## src/rtl/loc_arb_pkg.sv

```systemverilog
package loc_arb_pkg;
  // width of the locality index field taken from the address
  localparam int LOC_W = 4;

  // bit positions inside the access register
  localparam int ACC_VALID  = 7;
  localparam int ACC_ACTIVE = 5;
  localparam int ACC_PEND   = 2;
  localparam int ACC_REQ    = 1;

  // strobes from control to datapath
  typedef struct packed {
    logic             setReq;
    logic             dropOwner;
    logic             grant;
    logic [LOC_W-1:0] wrLoc;
    logic [LOC_W-1:0] grantLoc;
  } arb_strobe_t;
endpackage

```

## src/rtl/loc_arb_ctrl.sv

```systemverilog
module loc_arb_ctrl
  import loc_arb_pkg::*;
#(
  parameter int NUM_LOC     = 5,
  parameter int WIN_LSB     = 12,
  parameter int INIT_CYCLES = 16
) (
  input  logic                     clk,
  input  logic                     rstN,
  input  logic [WIN_LSB+LOC_W-1:0] busAddr,
  input  logic                     busWr,
  input  logic [7:0]               busWrData,
  input  logic                     ownerActive,
  input  logic [LOC_W-1:0]         ownerLoc,
  input  logic [NUM_LOC-1:0]       pendVec,
  output logic                     initDone,
  output arb_strobe_t              strobe
);
  localparam int CNT_W = $clog2(INIT_CYCLES + 1);
  localparam logic [CNT_W-1:0] CNT_END = CNT_W'(INIT_CYCLES);

  logic [CNT_W-1:0] initCnt;
  logic [LOC_W-1:0] winLoc;
  logic             wrHit;
  logic             fromOwner;
  logic [LOC_W-1:0] topLoc;

  // startup initialisation counter
  always_ff @(posedge clk) begin
    if (!rstN)                 initCnt <= '0;
    else if (initCnt != CNT_END) initCnt <= initCnt + 1'b1;
  end
  assign initDone = (initCnt == CNT_END);

  // write decode
  assign winLoc    = busAddr[WIN_LSB+LOC_W-1:WIN_LSB];
  assign wrHit     = initDone && busWr && (busAddr[WIN_LSB-1:0] == '0)
                     && (int'(winLoc) < NUM_LOC);
  assign fromOwner = ownerActive && (ownerLoc == winLoc);

  // highest-numbered pending locality
  always_comb begin
    topLoc = '0;
    for (int i = 0; i < NUM_LOC; i++)
      if (pendVec[i]) topLoc = LOC_W'(i);
  end

  always_comb begin
    strobe.setReq    = wrHit && busWrData[ACC_REQ] && !fromOwner;
    strobe.dropOwner = wrHit && busWrData[ACC_ACTIVE] && fromOwner;
    strobe.grant     = !ownerActive && (pendVec != '0);
    strobe.wrLoc     = winLoc;
    strobe.grantLoc  = topLoc;
  end
endmodule

```

## src/rtl/loc_arb_dp.sv

```systemverilog
module loc_arb_dp
  import loc_arb_pkg::*;
#(
  parameter int NUM_LOC = 5,
  parameter int WIN_LSB = 12
) (
  input  logic                     clk,
  input  logic                     rstN,
  input  arb_strobe_t              strobe,
  input  logic                     initDone,
  input  logic [WIN_LSB+LOC_W-1:0] busAddr,
  output logic                     ownerActive,
  output logic [LOC_W-1:0]         ownerLoc,
  output logic [NUM_LOC-1:0]       pendVec,
  output logic                     locChange,
  output logic [7:0]               busRdData
);
  logic [LOC_W-1:0] rdLoc;
  logic             rdHit;
  logic             otherPend;

  // outstanding requests, one flop per locality
  for (genvar g = 0; g < NUM_LOC; g++) begin : g_pend
    always_ff @(posedge clk) begin
      if (!rstN)
        pendVec[g] <= 1'b0;
      else if (strobe.grant && strobe.grantLoc == LOC_W'(g))
        pendVec[g] <= 1'b0;
      else if (strobe.setReq && strobe.wrLoc == LOC_W'(g))
        pendVec[g] <= 1'b1;
    end
  end

  // ownership state and change event
  always_ff @(posedge clk) begin
    if (!rstN) begin
      ownerActive <= 1'b0;
      ownerLoc    <= '0;
      locChange   <= 1'b0;
    end else begin
      locChange <= strobe.grant;
      if (strobe.grant) begin
        ownerActive <= 1'b1;
        ownerLoc    <= strobe.grantLoc;
      end else if (strobe.dropOwner) begin
        ownerActive <= 1'b0;
      end
    end
  end

  // read path
  assign rdLoc = busAddr[WIN_LSB+LOC_W-1:WIN_LSB];
  assign rdHit = (busAddr[WIN_LSB-1:0] == '0) && (int'(rdLoc) < NUM_LOC);

  always_comb begin
    otherPend = 1'b0;
    for (int i = 0; i < NUM_LOC; i++)
      if (pendVec[i] && rdLoc != LOC_W'(i)) otherPend = 1'b1;
  end

  always_comb begin
    busRdData = '0;
    if (rdHit) begin
      busRdData[ACC_VALID]  = initDone;
      busRdData[ACC_ACTIVE] = ownerActive && (ownerLoc == rdLoc);
      busRdData[ACC_PEND]   = otherPend;
    end
  end
endmodule

```

## src/rtl/loc_arbiter.sv

```systemverilog
module loc_arbiter
  import loc_arb_pkg::*;
#(
  parameter int NUM_LOC     = 5,
  parameter int WIN_LSB     = 12,
  parameter int INIT_CYCLES = 16
) (
  input  logic                     clk,
  input  logic                     rstN,
  input  logic [WIN_LSB+LOC_W-1:0] busAddr,
  input  logic                     busWr,
  input  logic [7:0]               busWrData,
  output logic [7:0]               busRdData,
  output logic                     locChange
);
  arb_strobe_t        strobe;
  logic               initDone;
  logic               ownerActive;
  logic [LOC_W-1:0]   ownerLoc;
  logic [NUM_LOC-1:0] pendVec;

  loc_arb_ctrl #(.NUM_LOC(NUM_LOC), .WIN_LSB(WIN_LSB), .INIT_CYCLES(INIT_CYCLES)) u_ctrl (
    .clk(clk), .rstN(rstN), .busAddr(busAddr), .busWr(busWr), .busWrData(busWrData),
    .ownerActive(ownerActive), .ownerLoc(ownerLoc), .pendVec(pendVec),
    .initDone(initDone), .strobe(strobe)
  );

  loc_arb_dp #(.NUM_LOC(NUM_LOC), .WIN_LSB(WIN_LSB)) u_dp (
    .clk(clk), .rstN(rstN), .strobe(strobe), .initDone(initDone), .busAddr(busAddr),
    .ownerActive(ownerActive), .ownerLoc(ownerLoc), .pendVec(pendVec),
    .locChange(locChange), .busRdData(busRdData)
  );
endmodule


```

## config.mk

```make
export PLATFORM = sky130hd
export DESIGN_NAME = loc_arbiter
export DESIGN_NICKNAME = d
export VERILOG_FILES = /design/src/rtl/loc_arb_pkg.sv /design/src/rtl/loc_arb_ctrl.sv /design/src/rtl/loc_arb_dp.sv /design/src/rtl/loc_arbiter.sv
export SDC_FILE = /design/constraint.sdc
export NUM_CORES = 1
export LEC_CHECK = 0
export BUFFER_PORTS_ARGS = -buffer_cell sky130_fd_sc_hd__buf_2
export CAP_MARGIN = 25
export CORE_MARGIN = 10
export CORE_UTILIZATION = 49
export DETAILED_ROUTE_END_ITERATION = 10
export PLACE_DENSITY = 0.78
export SETUP_SLACK_MARGIN = 0.15
export SLEW_MARGIN = 10
export SYNTH_ARGS = -nofsm -noshare
export SYNTH_HDL_FRONTEND = slang
export SYNTH_HIERARCHICAL = 1
export SYNTH_SLANG_ARGS = --single-unit
```

## constraint.sdc

```tcl
create_clock -name clk -period 2 [get_ports clk]
set_input_delay 0.2 -clock clk [delete_from_list [all_inputs] [get_ports clk]]
set_output_delay 0.2 -clock clk [all_outputs]
set_load 0.02 [all_outputs]
```

==> flow_metrics.tcl, run 1 <==
set metrics [dict create \
    fin_area_um2 1280 \
    start_util 0.532 \
    synth_top_family_by_area "simple AND/OR/NAND/NOR gates" \
    htree_levels 1 \
    p_int_mw 0.471 \
    ys.warnings.count 6 \
    seqPwrFrac 0.523 \
    synthToLayoutAreaGrowth_pct 18.3 \
    cts_tree "built" \
    num_vias 997 \
    hold_violations 0 \
    crit_arrival_ps 2100 \
    fin_skew_ps 3.19 \
    pin_count 36 \
    firstDrtPassIters 4 \
    async_reset_ff_frac 0 \
    p_clk_frac 0.333 \
    wire_per_inst_um 14.1 \
    synth_cell_type_count 37 \
    grt_pass1_wl_um 4110 \
    post-route-util 0.629 \
    drt_iter0_drc 52 \
    grt-ovfl-total 0 \
    worst_setup_path_end_kind "flip-flop" \
    gp_congestion 0.853 \
    period_share 0.931 \
    finalNetCount 187 \
    cts_hold_buf 0 \
    layout_commonest_cell "buf_2" \
    die-width_um 67.1 \
    cts_buffers 3 \
    syn_area_um2 1090 \
    synth-compound-area-share 0.124 \
    grt_max_degree 13 \
    syn_avg_cell_area_um2 8.17 \
    io_buffers 24 \
    switching_share 0.254 \
    layout-drive-gt1-share 0.312 \
    rsz0062_at_grt "true" \
    powerDensity_nw_per_um2 492 \
    setup-tns-final_ps 0 \
    dp_hpwl_um 2020 \
    min_period_ps 1860 \
    synth_cells 133 \
    cts_num_sinks 16 \
    place_area_um2 1180 \
    insertedDiodeCount 0 \
    synth-adder-area-share 0.0230 \
    setup_slack_ps 139 \
    synthSimpleGateAreaFrac 0.293 \
    peakVddDrop_uv 427 \
    grt_usage 0.112 \
    cp_data_required_time_ps 2230 \
    crit_type "flip-flop to flip-flop" \
    worstSetupStartpointType "flip-flop" \
    antenna_found_initial 0 \
    clkTransAtPathRegs_ps 90 \
    die_y_um 67.1 \
    routed_wl_um 2600 \
    synth-seq-area-share 0.295 \
    grt_pass1_vias 983 \
    muxShareOfSynthArea 0.0369 \
    finalSetupViolCount 0 \
    layout_common_cells "buf_2, nor2_1, dfxtp_1, nor3_1, xor2_1" \
    rows 16 \
    crit_fanout 4 \
    power_frac_comb 0.144 \
    clock_latency_ps 280 \
    nFillCells 177 \
    yosys_most_used_dff "dfxtp_1" \
    p_leak_nw 0.524 \
    cts_root_buf "clkbuf_4" \
    synth_seq_cells 16 \
    via_per_inst 5.42 \
    core_area_um2 2040 \
    synth_xor_area_frac 0.0968 \
    ant_nets 0 \
    p_switching_mw 0.161 \
    fmaxAchievable_ghz 0.537 \
    outcome "complete, no violations" \
    cts_buffer_depth 2 \
    dieArea_um2 4500 \
    synth-edff-count 0 \
    dp_slack_ps 122 \
    final-max-slew-violation-count 0 \
    drv_cap 0 \
    drc 0 \
    hold_path_class "input port to flip-flop" \
]
==> stage by stage <==
stage	hold WS [ps]	power [mW]	std cells
after global routing	177	0.663	184
after global placement	486	0.415	179
after floorplan	314	0.392	137
after detailed placement	492	0.420	179
after CTS	174	0.634	183
final	185	0.632	184
==> sequential cells by signal, summed over array words and instances, names as in the netlist <==
signal            flops
u_ctrl/initCnt        5
u_dp/ownerActive      1
u_dp/locChange        1
u_dp/pendVec          5
u_dp/ownerLoc         4
==> worst paths after layout <==
| kind | end | cells after the start | slack (ps) | start |
|---|---|---|---|---|
| worst max register to register | u_dp/pendVec[2] | 11 | 140 | u_ctrl/initCnt[1] |
| worst max-delay path | u_dp/pendVec[2] | 11 | 140 | u_ctrl/initCnt[1] |
| worst min-delay path | u_ctrl/initCnt[2] | 3 | 180 | rstN |
| worst min register to register | u_dp/ownerLoc[0] | 2 | 540 | u_dp/ownerLoc[0] |
==> synthesized netlist by cell type, types with 2 or more instances <==
| master | count | area share |
|---|---|---|
| nand4_1 | 2 | 0.012 |
| nor4_1 | 4 | 0.023 |
| ha_1 | 2 | 0.023 |
| xnor2_1 | 5 | 0.040 |
| a211oi_1 | 3 | 0.021 |
| nand2_1 | 4 | 0.014 |
| buf_4 | 12 | 0.083 |
| conb_1 | 2 | 0.0069 |
| nor2_1 | 14 | 0.048 |
| inv_1 | 8 | 0.028 |
| nor2b_1 | 2 | 0.012 |
| a21oi_1 | 5 | 0.023 |
| nor3_1 | 8 | 0.037 |
| mux2i_1 | 4 | 0.037 |
| o21ai_0 | 5 | 0.023 |
| dfxtp_1 | 16 | 0.29 |
| nor4_2 | 2 | 0.023 |
| a31oi_1 | 2 | 0.012 |
| nor3b_1 | 3 | 0.021 |
| xor2_1 | 7 | 0.056 |
| nand3_1 | 3 | 0.014 |
| and2_1 | 5 | 0.029 |
==> what timing repair did <==
action	CTS	global route
resized for setup	2	15
pin swaps	2	7
setup endpoints to repair	3	6
setup buffers	0	1
==> logic make-up (layout without fill, tap and decap cells) <==
kind of cell	Yosys count	count (layout)
simple gates	54	54
other cells	2	6
buf+inv	22	42
mux	4	4
flops	16	16
fa+ha+maj	2	2
xor+xnor	12	12
compound gates	21	21
==> worst max-delay path: stages (launching register included) <==
cell      delay (ps)
dfxtp_2          350
inv_2             70
ha_4             120
and4bb_1         230
nand2_2           70
nor2_1           100
and3_1           190
nor3b_2          170
buf_4            160
nand2_2           50
o21bai_1         140
o311a_1          170
==> layout make-up <==
cell class	count	area, um^2	area share
Timing Repair Buffer	29	164	0.128
Sequential cell	16	327	0.254
Multi-Input combinational cell	99	688	0.536
Inverter	9	36.3	0.0282
Tap cell	27	33.8	0.0263
Clock buffer	4	36.3	0.0282
==> power by group through the flow <==
stage,combinational (mW),clock [mW],sequential [mW]
final,0.0909,0.211,0.331
after global routing,0.101,0.231,0.332
after CTS,0.0844,0.220,0.329
after detailed placement,0.0836,0,0.336
after global placement,0.0795,0,0.336
after floorplan,0.0567,0,0.335
==> metal layers <==
layer	track usage	vias to the layer above	wire length [um]
li1	-	501	-
met4	0.0564	0	8
met1	0.127	464	1150
met2	0.182	30	1180
met3	0.0351	2	263
met5	0	-	0
Note: power is estimated with default switching activity, not from simulation.
==> inputs of run 2 (changes only) <==
--- a/config.mk
+++ b/config.mk
@@ -10,7 +10,7 @@
 export CORE_MARGIN = 10
 export CORE_UTILIZATION = 49
 export DETAILED_ROUTE_END_ITERATION = 10
-export PLACE_DENSITY = 0.78
+export PLACE_DENSITY = 0.89
 export SETUP_SLACK_MARGIN = 0.15
 export SLEW_MARGIN = 10
 export SYNTH_ARGS = -nofsm -noshare
==> run 2 against run 1 <==
Effect of this change:
- sequential power barely moved
- critical path type unchanged
- worst setup slack better by 44 ps
- global-route usage is 0.32 points higher
- total power fell by 0.88%
- final area shrank 0.97%
- non-clock buffer count increased by 4
- largest power group unchanged
- largest cell class unchanged
==> flow_metrics.tcl, run 2 (synthesized netlist as in run 1, its figures left out) <==
set metrics [dict create \
    outcome "complete, no violations" \
    dp_hpwl_um 2070 \
    p_switching_mw 0.154 \
    switching_share 0.246 \
    die-width_um 67.1 \
    cts_buffers 3 \
    r2r_cells 11 \
    synthToLayoutAreaGrowth_pct 17.2 \
    routed_wl_um 2610 \
    seqPwrFrac 0.523 \
    rsz0062_at_grt "true" \
    worstPathBufferInverterCount 2 \
    die_y_um 67.1 \
    grt-ovfl-total 0 \
    fin_skew_ps 1.77 \
    clkTransAtPathRegs_ps 90 \
    crit_arrival_ps 2040 \
    peakVddDrop_uv 330 \
    reg2reg_slack_ps 180 \
    slowest_delay_ps 330 \
    p_leak_nw 0.535 \
    antenna_found_initial 0 \
    setup-tns-final_ps 0 \
    p_clk_frac 0.330 \
    min-delay-start "rstN" \
    hold_path_class "input port to flip-flop" \
    cts_tree "built" \
    cts_buffer_depth 2 \
    hold_ws_ps 203 \
    period_share 0.908 \
    layout_common_cells "buf_2, dfxtp_1, nor2_1, buf_4" \
    gp_congestion 0.875 \
    start_util 0.532 \
    power_frac_comb 0.147 \
    dieArea_um2 4500 \
    hold_violations 0 \
    nFillCells 171 \
    grt_pass1_vias 988 \
    rows 16 \
    min_to "u_ctrl/initCnt[2]" \
    post-route-util 0.623 \
    grt_usage 0.115 \
    core_area_um2 2040 \
    io_buffers 24 \
    final_cell_count_no_fill 188 \
    cts_num_sinks 16 \
    cp_top_family "simple AND/OR/NAND/NOR gates" \
    grt_pass1_wl_um 4170 \
    drc 0 \
    crit_fanout 4 \
    cts_hold_buf 0 \
    cts_root_buf "clkbuf_4" \
    pin_count 36 \
    min_period_ps 1820 \
    final-max-slew-violation-count 0 \
    grt_max_degree 13 \
    cp-startpoint "u_ctrl/initCnt[0]" \
    cp_data_required_time_ps 2230 \
    dp_cells 179 \
    path_cells "inv_1 > ha_1 > and4bb_1 > nand2_2 > nor2_2 > and3_4 > nor3b_2 > buf_4 > nand2_1 > o21bai_1 > o311a_1" \
    ant_nets 0 \
    worst_setup_path_end_kind "flip-flop" \
    htree_levels 1 \
    seq_area_um2 323 \
    timing.rr.start "u_ctrl/initCnt[0]" \
    layout-drive-gt1-share 0.292 \
    layout_commonest_cell "buf_2" \
    fmaxAchievable_ghz 0.550 \
    wire_per_inst_um 13.9 \
    r2r-end "u_dp/pendVec[2]" \
    clock_latency_ps 280 \
    drv_cap 0 \
    holdPathStages 3 \
    via_per_inst 5.42 \
    p_int_mw 0.472 \
    drt_iter0_drc 66 \
    multi_input_area_um2 658 \
    powerDensity_nw_per_um2 492 \
    worstSetupStartpointType "flip-flop" \
    num_vias 1019 \
    firstDrtPassIters 4 \
    finalSetupViolCount 0 \
    cpMaxStageDelayCell "dfxtp_2" \
    top_regs "u_ctrl/initCnt x5, u_dp/pendVec x5, u_dp/ownerLoc x4" \
    crit_type "flip-flop to flip-flop" \
    insertedDiodeCount 0 \
    finalNetCount 191 \
]
[run 2: metrics by stage]
step                      cell area (um^2)  worst slack, ps  power [mW]
after detailed placement              1180             84.8       0.419
after floorplan                       1100              181       0.392
final                                 1270              183       0.626
after global placement                1180              187       0.413
after global routing                  1270             69.5       0.654
after CTS                             1250              166       0.630
[run 2: worst max-delay path by stage]
stage	endpoint	slack [ps]	cells past startpoint
6_report	u_dp/pendVec[2]	180	11
5_1_grt	u_dp/pendVec[2]	70	11
4_1_cts	u_dp/pendVec[2]	170	11
3_5_place_dp	u_dp/pendVec[2]	80	11
3_3_place_gp	u_dp/pendVec[2]	190	10
2_1_floorplan	u_dp/pendVec[2]	180	11
[run 2: cell type report]
class / instances / area share
Timing Repair Buffer: 33 / 0.147
Inverter: 9 / 0.0265
Tap cell: 27 / 0.0265
Multi-Input combinational cell: 99 / 0.517
Sequential cell: 16 / 0.254
Clock buffer: 4 / 0.0285
[run 2: what timing repair did]
item	CTS	global route
pin swaps	3	4
hold endpoints to repair	0	0
setup buffers	3	2
endpoints found under the setup margin	3	4
gates resized for setup	3	2
[run 2: power groups by stage]
stage / combinational, mW / sequential, mW / clock [mW]
2_1_floorplan: 0.0567 / 0.335 / 0
3_3_place_gp: 0.0777 / 0.336 / 0
3_5_place_dp: 0.0822 / 0.337 / 0
4_1_cts: 0.0905 / 0.328 / 0.212
5_1_grt: 0.102 / 0.329 / 0.224
6_report: 0.0919 / 0.328 / 0.207
[run 2: worst register-to-register path, stage by stage, from the launching register on]
cell and delay, ps:
dfxtp_2 330, inv_1 50, ha_1 130, and4bb_1 230, nand2_2 70, nor2_2 80, and3_4 180, nor3b_2 160
buf_4 140, nand2_1 50, o21bai_1 160, o311a_1 180
[run 2: layer usage]
metal | global-route usage | vias to the layer above | wire (um)
li1 | - | 509 | -
met1 | 0.122 | 464 | 1080
met2 | 0.191 | 42 | 1160
met5 | 0 | - | 0
met4 | 0.0513 | 0 | 31
met3 | 0.0518 | 4 | 338
